===== src/rtl/lpc_pkg.sv =====
package lpc_pkg;
  localparam int unsigned CHAR_W   = 8;
  localparam int unsigned POS_W    = 6;
  localparam logic [7:0]  BLANK_CH = 8'h40;
  localparam logic [7:0]  DELIM_CH = 8'h80;
  localparam logic [1:0]  OP_WRITE = 2'b10;
  localparam logic [1:0]  OP_SKIP  = 2'b11;
  localparam logic [3:0]  SKIP_MAX = 4'd11;

  typedef enum logic [2:0] {
    ST_IDLE, ST_WAITP, ST_FETCH, ST_SHIFT, ST_MOTION
  } state_t;
endpackage


===== src/rtl/lpc_pair_buf.sv =====
module lpc_pair_buf import lpc_pkg::*; (
  input  logic                clk_i,
  input  logic                rst_ni,
  input  logic                load_i,
  input  logic [2*CHAR_W-1:0] data_i,
  input  logic                sel_i,
  output logic [CHAR_W-1:0]   char_o
);
  logic [2*CHAR_W-1:0] buf_q;

  always_ff @(posedge clk_i or negedge rst_ni)
    if (!rst_ni)     buf_q <= '0;
    else if (load_i) buf_q <= data_i;

  // even column sits in the upper byte
  assign char_o = sel_i ? buf_q[CHAR_W-1:0] : buf_q[2*CHAR_W-1:CHAR_W];
endmodule


===== src/rtl/lpc_echo_chk.sv =====
module lpc_echo_chk (
  input  logic clk_i,
  input  logic rst_ni,
  input  logic stb_i,
  input  logic bit_i,
  input  logic echo_i,
  input  logic clr_i,
  output logic cmp_stb_o,
  output logic cmp_bit_o,
  output logic err_o
);
  logic stb_q, bit_q;

  always_ff @(posedge clk_i or negedge rst_ni)
    if (!rst_ni) begin
      stb_q <= 1'b0; bit_q <= 1'b0;
      cmp_stb_o <= 1'b0; cmp_bit_o <= 1'b0; err_o <= 1'b0;
    end else begin
      stb_q     <= stb_i;
      bit_q     <= bit_i;
      cmp_stb_o <= stb_q;
      cmp_bit_o <= stb_q & (echo_i == bit_q);
      if (clr_i) err_o <= 1'b0;
      if (stb_q && (echo_i != bit_q)) err_o <= 1'b1;
    end
endmodule


===== src/rtl/lpc_drum_mon.sv =====
module lpc_drum_mon #(
  parameter int unsigned NPOS = 64
) (
  input  logic clk_i,
  input  logic rst_ni,
  input  logic pos_vld_i,
  input  logic index_i,
  input  logic clr_i,
  output logic err_o
);
  localparam int unsigned CW = $clog2(NPOS + 2);
  localparam logic [CW-1:0] CMAX = '1;

  logic [CW-1:0] cnt_q;
  logic          seen_q;

  always_ff @(posedge clk_i or negedge rst_ni)
    if (!rst_ni) begin
      cnt_q <= '0; seen_q <= 1'b0; err_o <= 1'b0;
    end else begin
      if (clr_i) err_o <= 1'b0;
      if (pos_vld_i && index_i) begin
        if (seen_q && cnt_q != CW'(NPOS)) err_o <= 1'b1;
        cnt_q  <= CW'(1);
        seen_q <= 1'b1;
      end else if (pos_vld_i && cnt_q != CMAX) begin
        cnt_q <= cnt_q + 1'b1;
      end
    end
endmodule


===== src/rtl/lp_line_ctrl.sv =====
module lp_line_ctrl import lpc_pkg::*; #(
  parameter int unsigned MAX_COLS    = 132,
  parameter int unsigned NARROW_COLS = 120,
  parameter int unsigned NPOS        = 64
) (
  input  logic                             clk_i,
  input  logic                             rst_ni,
  input  logic                             cmd_vld_i,
  input  logic [1:0]                       cmd_op_i,
  input  logic [1:0]                       cmd_space_i,
  input  logic [3:0]                       cmd_skip_i,
  input  logic                             cmd_wide_i,
  output logic                             cmd_rdy_o,
  output logic                             mem_rd_o,
  output logic [$clog2(MAX_COLS/2)-1:0]    mem_addr_o,
  input  logic                             mem_ack_i,
  input  logic [15:0]                      mem_data_i,
  input  logic                             pos_vld_i,
  input  logic [5:0]                       pos_code_i,
  input  logic                             index_i,
  output logic                             col_stb_o,
  output logic                             col_bit_o,
  input  logic                             col_echo_i,
  output logic                             cmp_stb_o,
  output logic                             cmp_bit_o,
  output logic                             motion_stb_o,
  output logic                             motion_skip_o,
  output logic [3:0]                       motion_arg_o,
  output logic                             done_o,
  output logic                             bit_err_o,
  output logic                             drum_err_o
);
  localparam int unsigned COL_W = $clog2(MAX_COLS);
  localparam int unsigned GC_W  = $clog2(NPOS + 1);

  state_t            st_q;
  logic [1:0]        space_q;
  logic [3:0]        skip_q;
  logic              wide_q, first_q, half_q, ended_q, left_q;
  logic [POS_W-1:0]  code_q;
  logic [COL_W-1:0]  col_q, last_col;
  logic [GC_W-1:0]   gcnt_q;
  logic [MAX_COLS-1:0] pend_q;
  logic [CHAR_W-1:0] ch;
  logic cmd_acc, ended_now, nonblank, eff, hit, left, skip_ok, space_ok;

  assign cmd_acc  = (st_q == ST_IDLE) && cmd_vld_i && cmd_op_i[1];
  assign last_col = wide_q ? COL_W'(MAX_COLS - 1) : COL_W'(NARROW_COLS - 1);

  lpc_pair_buf i_pair (
    .clk_i, .rst_ni,
    .load_i (st_q == ST_FETCH && mem_ack_i),
    .data_i (mem_data_i),
    .sel_i  (half_q),
    .char_o (ch)
  );

  // column decision: pending on first scan comes from the character itself
  assign ended_now = ended_q | (ch == DELIM_CH);
  assign nonblank  = !ended_now && (ch != BLANK_CH);
  assign eff       = first_q ? nonblank : pend_q[col_q];
  assign hit       = eff && (ch[POS_W-1:0] == code_q);
  assign left      = eff && !hit;

  always_ff @(posedge clk_i or negedge rst_ni)
    if (!rst_ni) begin
      st_q <= ST_IDLE; space_q <= '0; skip_q <= '0; wide_q <= 1'b0;
      first_q <= 1'b0; half_q <= 1'b0; ended_q <= 1'b0; left_q <= 1'b0;
      code_q <= '0; col_q <= '0; gcnt_q <= '0; pend_q <= '0;
    end else begin
      unique case (st_q)
        ST_IDLE: if (cmd_acc) begin
          space_q <= cmd_space_i;
          skip_q  <= cmd_skip_i;
          wide_q  <= cmd_wide_i;
          first_q <= 1'b1;
          gcnt_q  <= GC_W'(NPOS);
          st_q    <= (cmd_op_i == OP_WRITE) ? ST_WAITP : ST_MOTION;
        end
        ST_WAITP: if (pos_vld_i) begin
          code_q  <= pos_code_i;
          col_q   <= '0;
          half_q  <= 1'b0;
          ended_q <= 1'b0;
          left_q  <= 1'b0;
          st_q    <= ST_FETCH;
        end
        ST_FETCH: if (mem_ack_i) st_q <= ST_SHIFT;
        ST_SHIFT: begin
          pend_q[col_q] <= left;
          left_q  <= left_q | left;
          ended_q <= ended_now;
          col_q   <= col_q + 1'b1;
          half_q  <= ~half_q;
          if (col_q == last_col) begin
            first_q <= 1'b0;
            gcnt_q  <= gcnt_q - 1'b1;
            st_q    <= (!(left_q || left) || gcnt_q == GC_W'(1)) ? ST_MOTION : ST_WAITP;
          end else if (half_q) begin
            st_q <= ST_FETCH;
          end
        end
        ST_MOTION: st_q <= ST_IDLE;
        default:   st_q <= ST_IDLE;
      endcase
    end

  assign cmd_rdy_o  = (st_q == ST_IDLE);
  assign mem_rd_o   = (st_q == ST_FETCH);
  assign mem_addr_o = col_q[COL_W-1:1];
  assign col_stb_o  = (st_q == ST_SHIFT);
  assign col_bit_o  = (st_q == ST_SHIFT) && hit;

  assign skip_ok       = (skip_q != 4'd0) && (skip_q <= SKIP_MAX);
  assign space_ok      = (space_q == 2'd1) || (space_q == 2'd2);
  assign done_o        = (st_q == ST_MOTION);
  assign motion_stb_o  = done_o && (skip_ok || space_ok);
  assign motion_skip_o = done_o && skip_ok;
  assign motion_arg_o  = !done_o ? 4'd0 : skip_ok ? skip_q : space_ok ? {2'b00, space_q} : 4'd0;

  lpc_echo_chk i_echo (
    .clk_i, .rst_ni,
    .stb_i     (col_stb_o),
    .bit_i     (col_bit_o),
    .echo_i    (col_echo_i),
    .clr_i     (cmd_acc),
    .cmp_stb_o (cmp_stb_o),
    .cmp_bit_o (cmp_bit_o),
    .err_o     (bit_err_o)
  );

  lpc_drum_mon #(.NPOS(NPOS)) i_drum (
    .clk_i, .rst_ni,
    .pos_vld_i (pos_vld_i),
    .index_i   (index_i),
    .clr_i     (cmd_acc),
    .err_o     (drum_err_o)
  );
endmodule


===== config.mk =====
export PLATFORM = sky130hd
export DESIGN_NAME = lp_line_ctrl
export DESIGN_NICKNAME = d
export VERILOG_FILES = /design/src/rtl/lpc_pkg.sv /design/src/rtl/lpc_pair_buf.sv /design/src/rtl/lpc_echo_chk.sv /design/src/rtl/lpc_drum_mon.sv /design/src/rtl/lp_line_ctrl.sv
export SDC_FILE = /design/constraint.sdc
export NUM_CORES = 1
export LEC_CHECK = 0
export BUFFER_PORTS_ARGS = -buffer_cell sky130_fd_sc_hd__buf_2
export CAP_MARGIN = 20
export CORE_ASPECT_RATIO = 0.75
export CORE_MARGIN = 2
export CORE_UTILIZATION = 40
export CTS_CLUSTER_DIAMETER = 150
export DETAILED_ROUTE_END_ITERATION = 8
export GPL_TIMING_DRIVEN = 0
export PLACE_DENSITY = 0.62
export SLEW_MARGIN = 20
export SYNTH_ARGS = -nofsm -noshare
export SYNTH_HDL_FRONTEND = slang
export SYNTH_HIERARCHICAL = 1
export SYNTH_SLANG_ARGS = --single-unit
export TNS_END_PERCENT = 1

===== constraint.sdc =====
create_clock -name clk_i -period 4.3 [get_ports clk_i]
set_clock_uncertainty 0.05 [all_clocks]
set_input_delay 0.43 -clock clk_i [delete_from_list [all_inputs] [get_ports clk_i]]
set_output_delay 0.43 -clock clk_i [all_outputs]
set_load 0.01 [all_outputs]

## Word-level counts from Yosys, hierarchy flattened

Index checks and enable logic that the tools add are counted.

- Equal/unequal tests: 21
- Reduce and logical (&&, ||, !) cells: 33
- Magnitude comparators: 3
- Mux-type cells: 38
- Add/sub/neg operators: 3
- Bitwise logic cells: 4

Operator list:

| cell | number |
|---|---|
| $bwmux W132 | 1 |
| $mux W7 | 4 |
| $mux W8 | 3 |
| $mux W3 | 7 |
| $pmux W8 S2 | 1 |
| $logic_and A1 B1 Y1 | 15 |
| $ne A7 B7 Y1 const B | 2 |
| $pmux W7 S2 | 1 |
| $pmux W3 S4 | 1 |
| $mux W1 | 11 |
| $lt A8 B9 Y1 const B | 1 |
| $add A8 B1 Y8 const B | 1 |
| $bmux W1 S8 | 1 |
| $demux W1 S8 | 1 |
| $eq A8 B8 Y1 | 1 |
| $eq A8 B8 Y1 const B | 1 |
| $ge A8 B1 Y1 const B | 1 |
| $mux W4 | 2 |
| $ne A8 B7 Y1 const B | 1 |
| $pmux W1 S2 | 4 |
| $reduce_bool A2 Y1 | 4 |
| $add A7 B1 Y7 const B | 1 |
| $eq A7 B1 Y1 const B | 1 |
| $sub A7 B1 Y7 const B | 1 |
| 23 further kinds | 35 |

- Word-level logic and storage cells: 123
- Output and inout port bits: 22
- Flip-flop bits (word level): 197
- Input bits: 38

## Longest topological paths before layout

Gate-level depths: netlist of run 1.

- Depth after elaboration: 15
- Depth in mapped cells: 13
- Mapped depth without buffers: 8

## By module

The synthesis of run 1 kept the hierarchy.

By module, submodules not included:

| module | area each (um2) | cells each | times used |
|---|---|---|---|
| lp_line_ctrl | 8675.8 | 921 | 1 |
| lpc_pair_buf | 744.5 | 43 | 1 |
| lpc_drum_mon | 548.0 | 57 | 1 |
| lpc_echo_chk | 153.9 | 10 | 1 |

## Least setup slack after synthesis of run 1

No wires, ideal clock.

- Path type: reg2out
- Start: register col_q[7]
- End: output col_bit_o
- Path slack: 1.540 ns
- Required time: 3.820 ns
- Arrival: 2.280 ns
- Buffers on the path: 1
- Stages on the path, launching flop included: 9
- Cells stage by stage: dfrtp_1 nand2b_1 or2_1 buf_1 a2111oi_0 a2111oi_2 o311ai_2 nor2_1 nor4_1

- Cells in the longest elaborated chain, start to end: 5

RTL lines:

| what | RTL line | text |
|---|---|---|
| from (decl) | lp_line_ctrl.sv:41 | `logic [COL_W-1:0] col_q, last_col;` |
| from (signal assigned) | lp_line_ctrl.sv:93 | `col_q <= col_q + 1'b1;` |
| $bmux W1 S8 | lp_line_ctrl.sv:61 | `assign eff = first_q ? nonblank : pend_q[col_q];` |
| $mux W1 (not written as such) | lp_line_ctrl.sv:61 |  |
| $mux W1 | lp_line_ctrl.sv:61 |  |
| $logic_and A1 B1 Y1 | lp_line_ctrl.sv:62 | `assign hit = eff && (ch[POS_W-1:0] == code_q);` |
| $logic_and A1 B1 Y1 | lp_line_ctrl.sv:112 | `assign col_bit_o = (st_q == ST_SHIFT) && hit;` |
| to (decl) | lp_line_ctrl.sv:22 | `output logic col_bit_o,` |

Every way passes these cells. The select of a mux whose other input is x is not followed.

## Final worst setup path of run 1

- Start: register col_q[1]
- End: output col_bit_o

The elaborated chain is that of the path after synthesis.

==> results.yml, run 1 <==
drt:
  drc: 2
  wl_met1_um: 14200
  ant_nets: 0
  met3RoutedLength_um: 2280
  via_per_inst: 5.73
  routed.top_layer: "met4"
  wl_per_cell_um: 19.5
  num_vias: 8386
  dr_wl_met2_um: 11800
  drtIter0Drc: 1004
  first_pass_iters: 9
  wirelength_um: 28600
critical_path:
  worstPathRequired_ns: 3.82
  start_kind: "register"
  worstPathMaxFanout: 10
  cpLargestDelayFamily: "buffers and inverters"
  rr_startpoint: "col_q[1]"
  critical_path_arrival_ns: 3.61
  reg2reg_depth: 12
  cpMostUsedCell: "buf_2"
  reg2reg_slack_ns: 0.53
  crit_type: "reg2out"
  crit_slowest_cell: "clkbuf_1"
  worstSetupEndpointType: "output port"
  cp_slowest_stage_delay_ns: 0.57
  crit_chain: "buf_2 > and2_1 > clkbuf_1 > a22oi_1 > nand4_1 > o31ai_1 > a2111oi_2 > o311ai_2 > nor2_1 > nor4_2 > buf_2"
  r2r-end: "pend_q[24]"
  critPathBufInv: 3
timing:
  setup_tns_ns: 0
  timing.fmax_mhz: 244
  worst_pin_slew_ns: 0.804
  fin_crit_ns: 4.09
  setup_ws_ns: 0.205
  setup_viol: 0
  slew_headroom_pct: 46.0
  grt_setup_unrepaired: "no"
  timing.final.crit_share_pct: 95.2
  finalHoldViolations: 0
  finalMaxSlewViolations: 0
global_routing:
  grt_pass1_wl_um: 46000
  grt_pass1_vias: 7865
  grt_max_degree: 82
  grt_util_all_layers_pct: 22.4
  grt_overflow_total: 0
  antenna_found_initial: 0
clock_tree:
  cts.reportedPaths.clkPinSlew_ns: 0.08
  cts_buffer_depth: 2
  cts_made_buffers: 17
  cts_max_level: 4
  cts_root_buf: "clkbuf_16"
  insertion_delay_ns: 0.45
  clock-sinks: 197
  post-cts-setup-buffers: 0
  tritoncts: "built"
worst_hold_path:
  min_to: "code_q[1]"
  hold_depth: 3
  worstHoldStart: "pos_code_i[1]"
  min_path_type: "in2reg"
floorplanning:
  initial_core_util_pct: 40.7
  io_pins: 60
  die_h_um: 142
  die_x_um: 188
  dieArea_um2: 26600
  rows: 50
  core_region_area_um2: 24900
synth:
  synth_warnings: 6
  synth_xor_area_share_pct: 1.12
  ys_seq_area_share_pct: 48.7
  syn_inst: 1031
  synth_fa_ha_area_share_pct: 1.24
  avgSynthCellArea_um2: 9.82
  yosys_register_bits: 197
  synth_top_area_share_pct: 48.7
  yosysUniqueCellTypes: 58
  synth_compound_area_share_pct: 18.9
  synth_top_area_cell: "dfrtp_1"
  syn_area_um2: 10100
  post_synth_mux_area_share_pct: 10.5
  synth_top_family_by_area: "compound AO/OA/AOI/OAI gates"
  synthSimpleGateAreaFrac_pct: 13.5
  ys.flop_type: "dfrtp_1"
  async_reset_ff_share_pct: 100
  synth.area.top_cells: "dfrtp_1 49%, o21ai_0 6.8%, o31ai_1 6.5%"
  synth_fp_nets: 1079
  synth_edf_count: 0
finish:
  final_layout_size_suffix_gt1_share_pct: 16.3
  area_delta_synth_final_pct: 14.0
  final_nets: 1160
  multiInputGateArea_um2: 4610
  stdcell_count: 1463
  num_antenna_cells: 0
  final_util_pct: 46.4
  fillers: 2456
  seq_area_um2: 4930
placement:
  dp_slack_ns: 0.588
  gp_congestion: 0.904
  dp_hpwl_um: 20600
  dp_cells: 1430
  port_buffers: 59
pwr:
  intPower_mw: 4.41
  powerDensity_nw_per_um2: 678
  report.power.total_mw: 7.83
  ir_drop_mv: 0.374
  power_frac_comb_pct: 45.9
  p_switching_mw: 3.43
  power_frac_clock_pct: 21.6
  seqPwrFrac_pct: 32.6
  leakage_nw: 4.97
  p_sw_share_pct: 43.7
run:
  max_cap_violations: 0
run_status:
  status: "finished, violations left"
  violations: "design-rule violations"
-- worst min-delay path, stage by stage --
cell,delay [ns]
buf_2,0.07
nand2_1,0.04
nand2_1,0.04
-- per-layer routing --
metal,up-vias,global-route usage [%]
met5,-,0
met4,0,5.35
met3,27,4.33
met2,319,30.7
met1,4174,35.6
li1,3866,-
-- registers in the layout (all words and copies together), names as in the netlist, 2 cells and up --
signal / flops
code_q: 6
st_q: 3
pend_q: 132
space_q: 2
gcnt_q: 7
skip_q: 4
i_drum/cnt_q: 7
col_q: 8
i_pair/buf_q: 16
-- repair_timing --
item	CTS	global route
endpoints found under the setup margin	0	1
hold buffers	1	0
hold endpoints to repair	35	0
resized for setup	0	1
-- cell usage in the layout, fill, tap and decap left out, types with 14 or more instances in the layout --
cell type and n:
dfrtp_1 197, nand2_1 160, o21ai_0 137, o31ai_1 88
buf_2 69, clkbuf_1 48, nand3_1 46, mux2i_1 46
nor2_1 39, inv_1 25, a21oi_1 17, a22oi_1 17
clkbuf_16 17, mux2_2 16, o21ai_1 14
-- area by class of cell --
type                            count  share of cell area [%]
Timing Repair Buffer               62                    3.21
Multi-Input combinational cell    717                    39.9
Tap cell                          338                    3.66
Sequential cell                   197                    42.7
Clock inverter                     15                    1.60
Clock buffer                       17                    3.69
Inverter                           25                   0.813
Buffer                             92                    4.42
-- cells by family (layout without fill, tap and decap cells) --
family,Yosys count,count (layout)
and+or+nand+nor,307,307
AOI/OAI and AO/OA,303,303
DFF,197,197
buffers and inverters,117,211
muxes,84,84
xor gates and xnor gates,13,13
adders and majority gates,10,10
-- worst max path at each step --
| stage | startpoint | depth (start not counted) | endpoint |
|---|---|---|---|
| after global placement | rst_ni | 1 | pend_q[115] |
| after floorplan | col_q[7] | 8 | col_bit_o |
| final | col_q[1] | 11 | col_bit_o |
| after global routing | col_q[0] | 12 | col_bit_o |
| after detailed placement | col_q[0] | 12 | col_bit_o |
| after CTS | col_q[1] | 11 | col_bit_o |
-- metrics by stage --
stage | cell area [µm²] | hold slack (ns)
6_report | 11500 | 0.115
5_1_grt | 11500 | 0.125
4_1_cts | 11500 | 0.104
3_5_place_dp | 10900 | 0.282
3_3_place_gp | 10800 | 0.342
2_1_floorplan | 10100 | 0.0844
-- cell usage after synthesis (4+ instances only) --
| cell type | n |
|---|---|
| o21ai_0 | 137 |
| nor2_1 | 39 |
| xnor2_1 | 6 |
| nor2b_1 | 6 |
| inv_1 | 25 |
| o21ai_1 | 14 |
| a21oi_1 | 17 |
| nand2_1 | 160 |
| buf_1 | 6 |
| and2_1 | 7 |
| mux2_2 | 16 |
| nand2b_1 | 6 |
| nor3_1 | 10 |
| dfrtp_1 | 197 |
| nor4_1 | 9 |
| clkbuf_1 | 48 |
| nand3_1 | 46 |
| buf_4 | 11 |
| mux2_4 | 10 |
| mux4_2 | 12 |
| or3_1 | 4 |
| a22oi_1 | 17 |
| mux2i_1 | 46 |
| ha_1 | 10 |
| xor2_1 | 7 |
| and3_1 | 4 |
| a31oi_1 | 4 |
| o31ai_1 | 88 |
| buf_6 | 12 |
| buf_2 | 11 |
-- power by group through the flow --
stage	Clock [mW]	Combinational, mW	Sequential [mW]
3_5_place_dp	0	3.53	2.57
6_report	1.69	3.59	2.55
2_1_floorplan	0	2.46	2.49
4_1_cts	1.71	3.55	2.55
3_3_place_gp	0	3.49	2.57
5_1_grt	1.78	3.92	2.60
(Power assumes the default switching activity.)
==> run 2, diff against run 1 <==
--- a/config.mk
+++ b/config.mk
@@ -17,6 +17,5 @@
 export SLEW_MARGIN = 20
 export SYNTH_ARGS = -nofsm -noshare
 export SYNTH_HDL_FRONTEND = slang
-export SYNTH_HIERARCHICAL = 1
 export SYNTH_SLANG_ARGS = --single-unit
 export TNS_END_PERCENT = 1
==> results.yml, run 2 <==
finish:
  stdcell_count: 1343
  layout_common_cells: "230 x o21ai_0, 197 x dfrtp_1, 88 x nand2_1"
  num_antenna_cells: 0
  final_util_pct: 46.1
  final_common_cell: "o21ai_0"
  biggestRegsByFlops: "pend_q: 132 flops, i_pair.buf_q: 16 flops, col_q: 8 flops"
  largest_register_ffs: 132
  top_register: "pend_q"
  final_layout_size_suffix_gt1_share_pct: 18.8
  final_nets: 1072
  design_area_um2: 11000
  area_delta_synth_final_pct: 13.6
timing:
  timing.fmax_mhz: 242
  finalMaxSlewViolations: 0
  slew_headroom_pct: 44.4
  timing.final.crit_share_pct: 96.0
  setup_ws_ns: 0.173
  grt_setup_unrepaired: "no"
  finalHoldViolations: 0
  hold_slack_ns: 0.126
  fin_crit_ns: 4.13
  worst_pin_slew_ns: 0.834
  setup_viol: 0
  setup_tns_ns: 0
drt:
  via_per_inst: 5.74
  num_vias: 7715
  drc: 0
  first_pass_iters: 5
  wl_per_cell_um: 20.2
  wirelength_um: 27100
  drtIter0Drc: 652
  ant_nets: 0
synth:
  synth_fp_nets: 991
  syn_area_um2: 9710
  ys_seq_area_share_pct: 50.8
  avgSynthCellArea_um2: 10.3
  ys.flop_type: "dfrtp_1"
  yosysMostFrequentCell: "o21ai_0"
  async_reset_ff_share_pct: 100
  synth_warnings: 0
  synth_edf_count: 0
  synth_top_area_share_pct: 50.8
  syn_inst: 943
  synth_top_area_cell: "dfrtp_1"
  synth_common_cells: "230 x o21ai_0, 197 x dfrtp_1, 88 x nand2_1, 56 x mux2i_1, 38 x clkbuf_1"
  yosysUniqueCellTypes: 69
  synth.area.top_cells: "dfrtp_1 51%, o21ai_0 12%, mux2i_1 5.8%"
  yosys_register_bits: 197
critical_path:
  worstPathMaxFanout: 10
  critical_path_arrival_ns: 3.65
  worstSetupEndpointType: "output port"
  crit_type: "reg2out"
  start_kind: "register"
  worstPathRequired_ns: 3.82
pwr:
  report.power.total_mw: 6.16
  ir_drop_mv: 0.314
  powerDensity_nw_per_um2: 558
  leakage_nw: 4.83
placement:
  dp_slack_ns: 0.563
  dp_hpwl_um: 19600
  gp_congestion: 0.910
  dp_cells: 1310
  placed_cell_area_um2: 10500
  port_buffers: 59
floorplanning:
  die_x_um: 184
  io_pins: 60
  core_region_area_um2: 23900
  dieArea_um2: 25500
  rows: 49
  initial_core_util_pct: 40.6
  die_h_um: 139
global_routing:
  grt_pass1_wl_um: 43100
  grt_pass1_vias: 7332
  grt_util_all_layers_pct: 22.0
  antenna_found_initial: 0
  grt_overflow_total: 0
  grt_max_degree: 70
clock_tree:
  insertion_delay_ns: 0.44
  tritoncts: "built"
  cts_made_buffers: 17
  cts_root_buf: "clkbuf_16"
  cts_max_level: 4
  cts.reportedPaths.clkPinSlew_ns: 0.07
  cts_buffer_depth: 2
  clock-sinks: 197
  post-cts-setup-buffers: 0
worst_hold_path:
  min_path_type: "in2reg"
run:
  max_cap_violations: 0
run_status:
  status: "finished, final reports clean"
==> run 2: changes by cell type after synthesis, moves of 4 or more <==
| cell | before | now |
|---|---|---|
| clkbuf_1 | 48 | 38 |
| mux2i_1 | 46 | 56 |
| nor2_1 | 39 | 34 |
| xnor2_1 | 6 | 12 |
| o31ai_1 | 88 | 4 |
| o21ai_0 | 137 | 230 |
| inv_1 | 25 | 13 |
| a21oi_1 | 17 | 13 |
| buf_1 | 6 | 1 |
| nand2_1 | 160 | 88 |
| nand3_1 | 46 | 14 |
| mux2_4 | 10 | 0 |
| o21ai_1 | 14 | 24 |
| o21ai_2 | 0 | 19 |
==> run 2: repair_timing <==
action | CTS | global route
hold buffers | 1 | 0
setup endpoints to repair | 0 | 1
hold endpoints to repair | 68 | 0
gates resized for setup | 0 | 1
==> run 2: power by group <==
group / switching [mW] / internal [mW] / leakage [nW]
Clock: 0.737 / 0.823 / 0.272
Sequential: 0.218 / 2.11 / 2.61
Combinational: 1.41 / 0.855 / 1.95
==> run 2: layout make-up <==
class | count | area (µm²)
fillers | 2303 | 12900
flip-flops and latches | 197 | 4930
multi-input cells | 657 | 4270
plain buffers | 74 | 450
clock buffers | 19 | 443
well taps | 306 | 383
repair buffers | 62 | 370
clock inverters | 13 | 123
inverters | 15 | 56.3
==> run 2: cell families after synthesis <==
group | count (synthesis) | synth area share [%]
xor gates and xnor gates | 18 | 1.62
DFF | 197 | 50.8
AOI/OAI and AO/OA | 335 | 19.5
and+or+nand+nor | 209 | 11.3
muxes | 85 | 10.3
adders and majority gates | 10 | 1.29
buffers and inverters | 89 | 5.22
==> run 2: routing by layer <==
metal | GRT usage, % | share of wire, %
met5 | 0 | 0
met4 | 4.97 | 1.4
met3 | 5.88 | 7.9
met2 | 28.8 | 40
met1 | 35.7 | 50
==> run 2: final timing paths <==
kind / slack (ns) / to / cells past startpoint / from
worst min register to register: 0.35 / i_echo.cmp_stb_o / 0 / i_echo.stb_q
worst max register to register: 0.86 / pend_q[43] / 13 / col_q[0]
worst max-delay path: 0.17 / col_bit_o / 10 / col_q[1]
min in group asynchronous: 0.47 / i_drum.cnt_q[0] / 2 / rst_ni
worst min-delay path: 0.13 / code_q[3] / 3 / pos_code_i[3]
max in group asynchronous: 2.66 / pend_q[127] / 4 / rst_ni
==> run 2: critical path, stage by stage, from the launching register on <==
cell and delay, ns:
dfrtp_1 0.40, buf_4 0.24, buf_6 0.24, buf_4 0.30, mux2i_1 0.15, a22oi_1 0.22, nand3_1 0.20, o311ai_1 0.18
a22oi_1 0.24, a2111oi_1 0.78, buf_2 0.26
